`src/rtl/dll_lock_pkg.sv`:
```
package dll_lock_pkg;

  // Decoded arbiter report for one reference edge
  typedef enum logic [1:0] {
    DEC_OK   = 2'd0,
    DEC_LAG  = 2'd1,
    DEC_LEAD = 2'd2,
    DEC_BAD  = 2'd3
  } arbDec_t;

  // Strobes from the control side to the code datapath
  typedef struct packed {
    logic stepUp;
    logic stepDn;
  } codeStrobes_t;

endpackage

```
`src/rtl/dll_phase_filter.sv`:
```
module dll_phase_filter
  import dll_lock_pkg::*;
#(
  parameter int FILT_LEN = 2
) (
  input  logic         clk,
  input  logic         rstN,
  input  logic         arbLag,
  input  logic         arbLead,
  output arbDec_t      decision,
  output codeStrobes_t strobes
);

  localparam int RUN_W = (FILT_LEN < 2) ? 1 : $clog2(FILT_LEN);
  localparam logic [RUN_W-1:0] RUN_LAST = RUN_W'(FILT_LEN - 1);

  logic [RUN_W-1:0] lagRun;
  logic [RUN_W-1:0] leadRun;

  // Report decode
  always_comb begin
    unique case ({arbLag, arbLead})
      2'b00:   decision = DEC_OK;
      2'b10:   decision = DEC_LAG;
      2'b01:   decision = DEC_LEAD;
      default: decision = DEC_BAD;
    endcase
  end

  // A step fires when the run reaches its last slot
  always_comb begin
    strobes.stepDn = (decision == DEC_LAG)  && (lagRun  == RUN_LAST);
    strobes.stepUp = (decision == DEC_LEAD) && (leadRun == RUN_LAST);
  end

  always_ff @(posedge clk or negedge rstN) begin
    if (!rstN) begin
      lagRun  <= '0;
      leadRun <= '0;
    end else begin
      unique case (decision)
        DEC_LAG: begin
          leadRun <= '0;
          if (lagRun == RUN_LAST) lagRun <= '0;
          else                    lagRun <= lagRun + 1'b1;
        end
        DEC_LEAD: begin
          lagRun <= '0;
          if (leadRun == RUN_LAST) leadRun <= '0;
          else                     leadRun <= leadRun + 1'b1;
        end
        DEC_OK: begin
          lagRun  <= '0;
          leadRun <= '0;
        end
        default: begin
          lagRun  <= lagRun;
          leadRun <= leadRun;
        end
      endcase
    end
  end

endmodule

```
`src/rtl/dll_lock_detect.sv`:
```
module dll_lock_detect
  import dll_lock_pkg::*;
#(
  parameter int LOCK_SET = 16,
  parameter int LOCK_CLR = 4
) (
  input  logic    clk,
  input  logic    rstN,
  input  arbDec_t decision,
  output logic    locked
);

  localparam int OK_W  = (LOCK_SET < 2) ? 1 : $clog2(LOCK_SET);
  localparam int ERR_W = (LOCK_CLR < 2) ? 1 : $clog2(LOCK_CLR);
  localparam logic [OK_W-1:0]  OK_LAST  = OK_W'(LOCK_SET - 1);
  localparam logic [ERR_W-1:0] ERR_LAST = ERR_W'(LOCK_CLR - 1);

  logic [OK_W-1:0]  okRun;
  logic [ERR_W-1:0] errRun;

  always_ff @(posedge clk or negedge rstN) begin
    if (!rstN) begin
      okRun  <= '0;
      errRun <= '0;
      locked <= 1'b0;
    end else begin
      unique case (decision)
        DEC_OK: begin
          errRun <= '0;
          if (okRun == OK_LAST) locked <= 1'b1;
          else                  okRun  <= okRun + 1'b1;
        end
        DEC_LAG, DEC_LEAD: begin
          okRun <= '0;
          if (errRun == ERR_LAST) locked <= 1'b0;
          else                    errRun <= errRun + 1'b1;
        end
        default: begin
          okRun  <= okRun;
          errRun <= errRun;
          locked <= locked;
        end
      endcase
    end
  end

endmodule

```
`src/rtl/dll_code_path.sv`:
```
module dll_code_path
  import dll_lock_pkg::*;
#(
  parameter int CODE_W = 8
) (
  input  logic              clk,
  input  logic              rstN,
  input  codeStrobes_t      strobes,
  output logic [CODE_W-1:0] code
);

  localparam logic [CODE_W-1:0] CODE_MID = CODE_W'(1) << (CODE_W - 1);
  localparam logic [CODE_W-1:0] CODE_MAX = '1;

  logic [CODE_W-1:0] codeNext;

  always_comb begin
    codeNext = code;
    if (strobes.stepUp && (code != CODE_MAX))
      codeNext = code + 1'b1;
    else if (strobes.stepDn && (code != '0))
      codeNext = code - 1'b1;
  end

  always_ff @(posedge clk or negedge rstN) begin
    if (!rstN) code <= CODE_MID;
    else       code <= codeNext;
  end

endmodule

```
`src/rtl/dll_lock_ctrl.sv`:
```
module dll_lock_ctrl
  import dll_lock_pkg::*;
#(
  parameter int CODE_W   = 8,
  parameter int FILT_LEN = 2,
  parameter int LOCK_SET = 16,
  parameter int LOCK_CLR = 4
) (
  input  logic              clk,
  input  logic              rstN,
  input  logic              arbLag,
  input  logic              arbLead,
  output logic [CODE_W-1:0] delayCode,
  output logic              lockFlag
);

  arbDec_t      decision;
  codeStrobes_t strobes;

  dll_phase_filter #(.FILT_LEN(FILT_LEN)) i_filter (
    .clk      (clk),
    .rstN     (rstN),
    .arbLag   (arbLag),
    .arbLead  (arbLead),
    .decision (decision),
    .strobes  (strobes)
  );

  dll_lock_detect #(.LOCK_SET(LOCK_SET), .LOCK_CLR(LOCK_CLR)) i_lock (
    .clk      (clk),
    .rstN     (rstN),
    .decision (decision),
    .locked   (lockFlag)
  );

  dll_code_path #(.CODE_W(CODE_W)) i_code (
    .clk     (clk),
    .rstN    (rstN),
    .strobes (strobes),
    .code    (delayCode)
  );

endmodule

```
`config.mk`:
```
export PLATFORM = sky130hd
export DESIGN_NAME = dll_lock_ctrl
export DESIGN_NICKNAME = d
export VERILOG_FILES = /design/src/rtl/dll_lock_pkg.sv /design/src/rtl/dll_phase_filter.sv /design/src/rtl/dll_lock_detect.sv /design/src/rtl/dll_code_path.sv /design/src/rtl/dll_lock_ctrl.sv
export SDC_FILE = /design/constraint.sdc
export NUM_CORES = 1
export LEC_CHECK = 0
export ABC_CLOCK_PERIOD_IN_PS = 3400
export BUFFER_PORTS_ARGS = -buffer_cell sky130_fd_sc_hd__buf_2
export CAP_MARGIN = 15
export CORE_AREA = 2 2 56 58
export DETAILED_ROUTE_END_ITERATION = 12
export DIE_AREA = 0 0 58 60
export PLACE_DENSITY = 0.54
export SLEW_MARGIN = 20
export SYNTH_ARGS = -nofsm -noshare
export SYNTH_HDL_FRONTEND = slang
export SYNTH_SLANG_ARGS = --single-unit
```
`constraint.sdc`:
```
create_clock -name clk -period 3.4 [get_ports clk]
set_input_delay 0.34 -clock clk [delete_from_list [all_inputs] [get_ports clk]]
set_output_delay 0.34 -clock clk [all_outputs]
set_load 0.01 [all_outputs]
```
# After elaboration in Yosys (flattened, before gate mapping)
# Index checks and enable logic that the tools add are counted.
[op_classes]
n_eq_ne = 11
n_shift = 0
n_reduce_logical = 17
n_mux = 14
n_lt_le_gt_ge = 0
div = 0
bitwise = 0
add_sub_neg = 6
n_mul = 0
[ops]
columns = ["cell", "count"]
rows = [
  ["$mux W8", 2],
  ["$add A8 B1 Y8 const B", 1],
  ["$ne A8 B8 Y1 const B", 1],
  ["$pmux W4 S2", 1],
  ["$reduce_bool A2 Y1", 4],
  ["$reduce_bool A8 Y1", 1],
  ["$sub A8 B1 Y8 const B", 1],
  ["$eq A2 B2 Y1 const B", 3],
  ["$pmux W1 S2", 3],
  ["$pmux W2 S3", 1],
  ["$reduce_or A2 Y1", 3],
  ["$add A4 B1 Y4 const B", 1],
  ["$eq A2 B1 Y1 const B", 2],
  ["$eq A4 B4 Y1 const B", 1],
  ["$logic_and A1 B1 Y1", 4],
  ["$logic_not A2 Y1", 2],
  ["$mux W1", 4],
  ["$mux W4", 1],
  ["$ne A2 B1 Y1 const B", 2],
  ["$ne A2 B2 Y1 const B", 2],
  ["$pmux W2 S2", 1],
  ["$reduce_and A2 Y1", 2],
  ["$reduce_and A3 Y1", 1],
  ["$add A1 B1 Y1 const B", 2],
  ["2 further kinds", 2],
]
[totals]
mem_bits_rw = 0
register_bits = 17
memories = 0
mem_bits_ro = 0
elab_cells = 54
latchBits = 0

# Depth between registers and ports, before layout
# Gate-level depths: netlist of the first run.
[logic_depth]
word_depth = 7
mapped_depth = 9

# Cells and area by module
# From an unflattened synthesis of the first run, not the netlist that was laid out.
[unflattened]
hier_cells = 110
hier_area_um2 = 1141.1
[modules_own_cells]
columns = ["module", "area_each_um2", "seq_area_each_um2", "cells_each", "n_inst"]
rows = [
  ["dll_code_path", 628.1, 201.4, 55, 1],
  ["dll_lock_detect", 407.9, 175.2, 44, 1],
  ["dll_phase_filter", 105.1, 50.0, 11, 1],
]

# Worst setup path before layout of the first run
# OpenSTA, ideal clock, no wires.
[synth_timing]
kind = "register to register"
start = "register i_code.code[7]"
end = "register i_code.code[7]"
arrival_ns = 2.349
stages_incl_launch_ff = 9
period_less_slack_ns = 2.423
n_path_buf = 0
setup_slack_ns = 0.977
path_cell_list = "dfstp_2 > nand4_1 > o211ai_1 > ha_1 > a211oi_1 > o21bai_1 > o22ai_1 > mux2i_1 > xor2_1"
[synth_between]
elab_chain_len = 3
elab_cells_between_ends = 9
classes_between = "add/sub: 2; eq/ne: 1; mux: 2; reduce/logical: 4"
[synth_rtl]
columns = ["element", "line", "rtl"]
rows = [
  ["start, declared", "dll_code_path.sv:9", "output logic [CODE_W-1:0] code"],
  ["start signal, assigned", "dll_code_path.sv:27", "else code <= codeNext;"],
  ["$sub A8 B1 Y8, or another cell as far along", "dll_code_path.sv:22", "codeNext = code - 1'b1;"],
  ["$mux W8, or another cell as far along", "dll_code_path.sv:21", "else if (strobes.stepDn && (code != '0))"],
  ["$mux W8 / $reduce_bool A2 Y1 (equally long branches)", "-", ""],
]
# Parallel ways exist; a longest one is shown, timed or not. The select of a mux whose other input is x is not followed.
# A chain may end at the register's enable or synchronous reset.

# Worst setup path in the final report of the first run
[layout_timing]
start = "register i_code.code[0]"
end = "register i_code.code[7]"
# Same word-level chain as after synthesis.

==> summary.md, run 1 <==
| Metric | Value |
|---|---|
| Share of the synthesized area in the top cell type | `0.364` |
| Worst Setup End Kind | `flop` |
| Crit Reg-Reg Startpoint | `i_code.code[0]` |
| Hold Path Class | `input port to async pin` |
| Die Span Y | `around 60 um` |
| Routed len/inst | `around 13 um` |
| Most frequent cells in the layout | `dfrtp_1, nand2_1, o21ai_0, ha_1, buf_2` |
| DR vias | `between 800 and 900` |
| Largest cells by area after synthesis | `dfrtp_1, ha_1, o21ai_0` |
| Max-cap violations | `0` |
| Peak VDD IR | `approximately 0.00045 V` |
| Synth Area per Inst | `~9.8 um^2` |
| Tightest Pin Transition | `0.723 ns` |
| Final Routed Wirelength | `between 2000 and 2500 um` |
| Minimum clock period | `2.74 ns` |
| Hold Vio Cnt, Final | `0` |
| Worst flop-to-flop path endpoint | `i_code.code[7]` |
| NumNets Final | `~150` |
| Post-route clock period utilization | `0.806` |
| Post-route DRC | `0` |
| # clock sinks | `17` |
| Vias in the first global route | `~830` |
| Num ports | `13` |
| Final Max Slew Viols | `0` |
| N_diodes | `0` |
| Post-Synthesis Cells | `roughly 110` |
| Fraction of layout instances using a drive strength above 1 | `0.157` |
| Port-buffer cells | `12` |
| Root Driver | `clkbuf_4` |
| Die area | `3480 um^2` |
| Cell Int Power | `0.000566 W` |
| Area grow syn2layout | `11.3%` |
| Commonest non-fill, non-tap cell in the layout | `dfrtp_1` |
| Fin util | `0.422` |
| Setup bufs post-CTS | `0` |
| Worst-Skew Late Latency | `0.29 ns` |
| Gate power share | `0.509` |
| Skew final | `approximately 0.011 ns` |
| Gp weighted congestion | `around 0.76` |
| Final HPWL DP | `1570 um` |
| Peak Freq | `approximately 0.36 GHz` |
| Largest net degree at the start of global routing | `18` |
| CTS tree | `done` |
| Effective utilization at floorplan | `0.379` |
| Pwr/cell area | `801 nW/um^2` |
| Critical Path RT | `about 3.6 ns` |
| Critical-path maximum fanout | `9` |
| Register bit total from synthesis | `17` |
| Status | `completed` |
| Relative slew slack | `0.516` |
| Syn. warnings | `0` |
| RSZ-0062 raised after global routing | `false` |
| Drt pass-1 iters | `4` |
| Crit path DAT | `~3 ns` |
| Clock buffer depth | `2` |
| Vias/cell | `between 5 and 6` |
| Sw frac | `0.423` |
| Distinct cells, synth | `30` |
| Startpoint class of the critical path | `flop` |
| Clk slew on worst S/H paths | `between 0.1 and 0.15 ns` |
| Category of the most critical setup path | `flop to flop` |
| Lkg Pwr | `roughly 0.57 nW` |
| Register-to-Register Path Depth | `8` |
| Die width | `just under 60 um` |
| GR Util All Layers | `0.136` |
| H-tree levels | `1` |
| Post-Syn Area | `approximately 1100 um^2` |
| Violation count after the first detailed-routing iteration | `24` |
| Psw | `between 0.0004 and 0.0005 W` |
| Seq/Total Area, Yosys | `0.388` |
| Sequential share of power | `0.380` |
| Cell Rows | `20` |
| Setup TNS Final | `0 ns` |
| Flop2flop setup slack | `0.66 ns` |
| Global-route wire length before repair | `around 3600 um` |
| Final ANT Viol Nets | `0` |
| Resized cells post-CTS | `0` |
| Core footprint | `about 2900 um^2` |
| Area leader, netlist | `dfrtp_1` |
| Syn nets | `between 100 and 150` |
| Gr ovfl total | `0` |
| Clock group share of total power | `0.111` |
| Total CTS buffers | `3` |
| Final setup viols | `0` |
| Initial antenna violation count | `0` |
## worst max-delay path, cell delays in order (launching register included)
cell      delay (ns)
dfrtp_1         0.49
nand4_1         0.15
o211ai_1        0.63
ha_1            0.37
a211oi_1        0.26
o21bai_1        0.15
o22ai_1         0.19
mux2i_1         0.24
xor2_1          0.17
## through the flow
stage	hold WS (ns)	cell area, um^2	power, W	cells	worst slack, ns
after floorplan	0.0444	1100	0.000743	112	0.977
after global placement	0.298	1190	0.000868	155	0.746
after detailed placement	0.293	1190	0.000878	155	0.681
after CTS	0.484	1220	0.000995	160	0.630
after global routing	0.525	1220	0.00108	160	0.354
final	0.494	1220	0.000980	160	0.660
## how the worst max path moves through the flow
stage | to | from | cells past startpoint | slack, ns
global route | i_code.code[7] | i_code.code[0] | 8 | 0.35
CTS | i_code.code[7] | i_code.code[0] | 8 | 0.63
floorplan | i_code.code[7] | i_code.code[7] | 8 | 0.98
global placement | i_code.code[7] | i_code.code[0] | 8 | 0.75
finish | i_code.code[7] | i_code.code[0] | 8 | 0.66
detailed placement | i_code.code[7] | i_code.code[0] | 8 | 0.68
## sequential cells by signal, indices dropped and copies added (netlist names)
| register | count |
|---|---|
| i_code.code | 8 |
| i_lock.okRun | 4 |
| i_lock.errRun | 2 |
| i_filter.lagRun | 1 |
| i_filter.leadRun | 1 |
| i_lock.locked | 1 |
## cells by family (layout without fill, tap and decap cells)
kind of cell	Yosys count	after routing	synth area share
AO/OA/AOI/OAI	36	36	0.216
XOR/XNOR	8	8	0.0637
adder cells (fa/ha/maj)	13	13	0.155
buffers and inverters	6	21	0.0273
flip-flops	17	17	0.388
multiplexers	3	3	0.0284
AND/OR/NAND/NOR	29	29	0.122
## power by group through the flow
stage               clock network (W)  logic, W  registers, W
floorplan                           0  0.000358      0.000386
global placement                    0  0.000493      0.000374
detailed placement                  0  0.000501      0.000377
CTS                          0.000118  0.000504      0.000373
global route                 0.000122  0.000573      0.000388
finish                       0.000109  0.000499      0.000372
## final cells by class
| cell class | count | area, um^2 |
|---|---|---|
| clock buffer | 3 | 22.5 |
| clock inverter | 1 | 5.00 |
| fill | 293 | 1680 |
| inverter | 4 | 15.0 |
| multi-input combinational | 89 | 643 |
| sequential | 17 | 427 |
| tap | 33 | 41.3 |
| timing repair buffer | 13 | 70.1 |
## what timing repair did
action,4_1_cts,5_1_grt
endpoints found under the hold margin,16,0
hold buffers,1,0
setup endpoints to repair,0,0
## Yosys cell counts
library cell,instances
nand4_1,2
a21o_2,1
ha_1,12
a22o_1,1
mux2_2,1
a211o_1,1
mux2i_1,2
a21o_1,4
o22ai_1,2
a41o_1,1
or2_1,1
inv_1,4
nor3_1,4
dfrtp_1,16
xor2_1,6
o21ai_0,12
buf_6,1
nand3_1,2
clkbuf_1,1
a211oi_1,2
nand2_1,14
a31oi_4,1
nor2_1,2
dfstp_2,1
a21oi_1,8
fa_1,1
nor4_1,4
xnor2_1,2
o21bai_1,2
o211ai_1,1
## per-layer routing
layer / track usage / up-vias / part of all wire
met3: 0.0195 / 4 / 0.025
met2: 0.221 / 15 / 0.49
met1: 0.172 / 408 / 0.47
li1: - / 443 / -
met4: 0.0797 / 0 / 0.015
met5: 0 / - / 0
Note: power is estimated with default switching activity, not from simulation.
==> inputs of run 2 (changes only) <==
Settings changed: ABC_CLOCK_PERIOD_IN_PS 3400 to 2400, PLACE_DENSITY 0.54 to 0.56.
Clock period 3.4 ns to 2.4 ns, I/O delays scaled along.
==> run 2 against run 1 <==
Compared with the run above: clock power increased by 42%; global-route usage increased by 0.86 points; sequential power is 33% higher; clock-buffer cell count rose by 1; register-to-register slack worse by 0.54 ns; utilization rose by 4.3 points; critical path type unchanged; largest cell class unchanged; highest routed layer unchanged.
==> summary.md, run 2 (synthesis results as in run 1) <==
| Metric | Value |
|---|---|
| Die width | `58 um (unchanged)` |
| Crit path launch | `i_code.code[5] (was i_code.code[0])` |
| H-tree levels | `1 (unchanged)` |
| RSZ-0062 raised after global routing | `true (was false)` |
| Met1 Resource Use GR | `0.175 (was 0.172)` |
| Drt pass-1 iters | `4 (unchanged)` |
| Area grow syn2layout | `22.5% (was 11.3%)` |
| Critical-path maximum fanout | `5 (was 9)` |
| Psw | `0.000639 W (was 0.000414 W)` |
| Peak Freq | `0.438 GHz (was 0.365 GHz)` |
| Num ports | `13 (unchanged)` |
| Dpl cells | `161 (was 155)` |
| Cell Rows | `20 (unchanged)` |
| Post-route DRC | `0 (unchanged)` |
| Crit Reg-Reg Startpoint | `i_code.code[5] (was i_code.code[0])` |
| Met2 Use GR | `0.253 (was 0.221)` |
| Clock group share of total power | `0.100 (was 0.111)` |
| Post-route clock period utilization | `0.950 (was 0.806)` |
| Clk slew on worst S/H paths | `0.10 ns (was 0.11 ns)` |
| Gr ovfl total | `0 (unchanged)` |
| Sw frac | `0.413 (was 0.423)` |
| Root Driver | `clkbuf_4 (unchanged)` |
| Post-Layout Cell Count | `171 (was 160)` |
| Crit path DAT | `2.46 ns (was 2.96 ns)` |
| Minimum clock period | `2.28 ns (was 2.74 ns)` |
| Tightest Pin Transition | `0.399 ns (was 0.723 ns)` |
| GR Util All Layers | `0.145 (was 0.136)` |
| Violation count after the first detailed-routing iteration | `22 (was 24)` |
| Vias in the first global route | `855 (was 834)` |
| # clock sinks | `17 (unchanged)` |
| NumNets Final | `156 (was 145)` |
| Fin util | `0.464 (was 0.422)` |
| Setup TNS Final | `0 ns (unchanged)` |
| Commonest non-fill, non-tap cell in the layout | `dfrtp_1 (unchanged)` |
| Hold Vio Cnt, Final | `0 (unchanged)` |
| Effective utilization at floorplan | `0.379 (unchanged)` |
| Top reg by flops | `i_code.code (unchanged)` |
| Gp weighted congestion | `0.825 (was 0.764)` |
| Grt peak-use layer | `met2 (unchanged)` |
| N_diodes | `0 (unchanged)` |
| Die Span Y | `60 um (unchanged)` |
| Most frequent cells in the layout | `dfrtp_1, nand2_1, buf_2 (was dfrtp_1, nand2_1, o21ai_0, ha_1, buf_2)` |
| Relative slew slack | `0.734 (was 0.516)` |
| Initial antenna violation count | `0 (unchanged)` |
| Worst Setup End Kind | `flop (unchanged)` |
| Final ANT Viol Nets | `0 (unchanged)` |
| Core footprint | `2900 um^2 (unchanged)` |
| Final Routed Wirelength | `2190 um (was 2040 um)` |
| Skew final | `0.00516 ns (was 0.0112 ns)` |
| Largest net degree at the start of global routing | `18 (unchanged)` |
| Status | `completed (unchanged)` |
| Routed len/inst | `12.8 um (about the same)` |
| Category of the most critical setup path | `flop to flop (unchanged)` |
| Clock buffer depth | `2 (unchanged)` |
| Gate power share | `0.581 (was 0.509)` |
| Worst slack at placement | `0.0797 ns (was 0.681 ns)` |
| DR vias | `903 (was 870)` |
| Vias/cell | `5.28 (was 5.44)` |
| Fraction of layout instances using a drive strength above 1 | `0.268 (was 0.157)` |
| CTS tree | `done (unchanged)` |
| Pwr/cell area | `1150 nW/um^2 (was 801 nW/um^2)` |
| Peak VDD IR | `0.000829 V (was 0.000448 V)` |
| Cell Int Power | `0.000910 W (was 0.000566 W)` |
| Sequential share of power | `0.319 (was 0.380)` |
| Global-route wire length before repair | `3770 um (was 3590 um)` |
| Hold Path Class | `input port to async pin (unchanged)` |
| Worst-Skew Late Latency | `0.29 ns (about the same)` |
| Lkg Pwr | `0.627 nW (was 0.573 nW)` |
| Max reg flops | `8 (unchanged)` |
| Final HPWL DP | `1610 um (was 1570 um)` |
| Critical Path RT | `2.58 ns (was 3.62 ns)` |
| Grt met3 use | `0.0195 (unchanged)` |
| Fill count | `283 (was 293)` |
| Final setup viols | `0 (unchanged)` |
| Die area | `3480 um^2 (unchanged)` |
| Fin worst setup slack | `0.119 ns (was 0.660 ns)` |
| Max-cap violations | `0 (unchanged)` |
| Port-buffer cells | `12 (unchanged)` |
| Biggest registers after layout | `i_code.code: 8 flops, i_lock.okRun: 4 flops, i_lock.errRun: 2 flops (unchanged)` |
| Final Max Slew Viols | `0 (unchanged)` |
| Total CTS buffers | `3 (unchanged)` |
| Startpoint class of the critical path | `flop (unchanged)` |
-- run 2: changes by cell type in the layout (fill, tap and decap cells not counted), moves of 2 or more --
| cell | before | now |
|---|---|---|
| ha_1 | 12 | 10 |
| o21ai_0 | 12 | 10 |
| ha_4 | 0 | 2 |
| buf_4 | 0 | 10 |
-- run 2: worst max-delay path: stages (launching register included) --
cell and delay, ns:
dfrtp_1 0.46, nand4_1 0.14, o211ai_1 0.11, buf_2 0.17, buf_4 0.13, fa_1 0.42
a211oi_1 0.23, o21bai_1 0.10, a21oi_1 0.17, xor2_1 0.15, o21ai_0 0.09
-- run 2: path summary, 6_finish.rpt --
path	to	slack, ns	cells past startpoint
worst max-delay path	i_code.code[6]	0.12	10
worst min-delay path	i_lock.okRun[0]	0.40	2
worst max register to register	i_code.code[6]	0.12	10
worst min register to register	i_lock.locked	0.50	1
max in group asynchronous	i_code.code[7]	1.68	2
min in group clk	i_filter.leadRun	0.46	4
-- run 2: power groups by stage --
| stage | sequential (W) | combinational (W) | clock, W |
|---|---|---|---|
| after floorplan | 0.000547 | 0.000519 | 0 |
| after global placement | 0.000498 | 0.000802 | 0 |
| after detailed placement | 0.000500 | 0.000809 | 0 |
| after CTS | 0.000494 | 0.000817 | 0.000164 |
| after global routing | 0.000511 | 0.00102 | 0.000173 |
| final | 0.000494 | 0.000901 | 0.000155 |
-- run 2: area by class of cell --
cell class / instances / area (um^2) / area share
Clock buffer: 4 / 26.3 / 0.0195
Inverter: 4 / 15.0 / 0.0111
Multi-Input combinational cell: 89 / 687 / 0.510
Sequential cell: 17 / 428 / 0.318
Tap cell: 33 / 41.3 / 0.0306
Timing Repair Buffer: 24 / 150 / 0.111
-- run 2: routing by layer --
| layer | vias up | share of wire | routed length, um |
|---|---|---|---|
| li1 | 463 | - | - |
| met1 | 432 | 0.47 | 1040 |
| met2 | 6 | 0.50 | 1090 |
| met3 | 2 | 0.019 | 42 |
| met4 | 0 | 0.0082 | 18 |
| met5 | - | 0 | 0 |
-- run 2: repair_timing --
action | CTS | global route
setup endpoints to repair | 0 | 3
gates resized for setup | 0 | 8
setup buffers | 0 | 4
hold buffers | 1 | 0
endpoints found under the hold margin | 16 | 0
-- run 2: per-stage QoR --
stage	cell area (um^2)	hold slack (ns)	power, W
4_1_cts	1270	0.408	0.00148
2_1_floorplan	1100	-0.0556	0.00107
3_3_place_gp	1240	0.195	0.00130
5_1_grt	1350	0.443	0.00170
3_5_place_dp	1240	0.199	0.00131
6_report	1350	0.398	0.00155
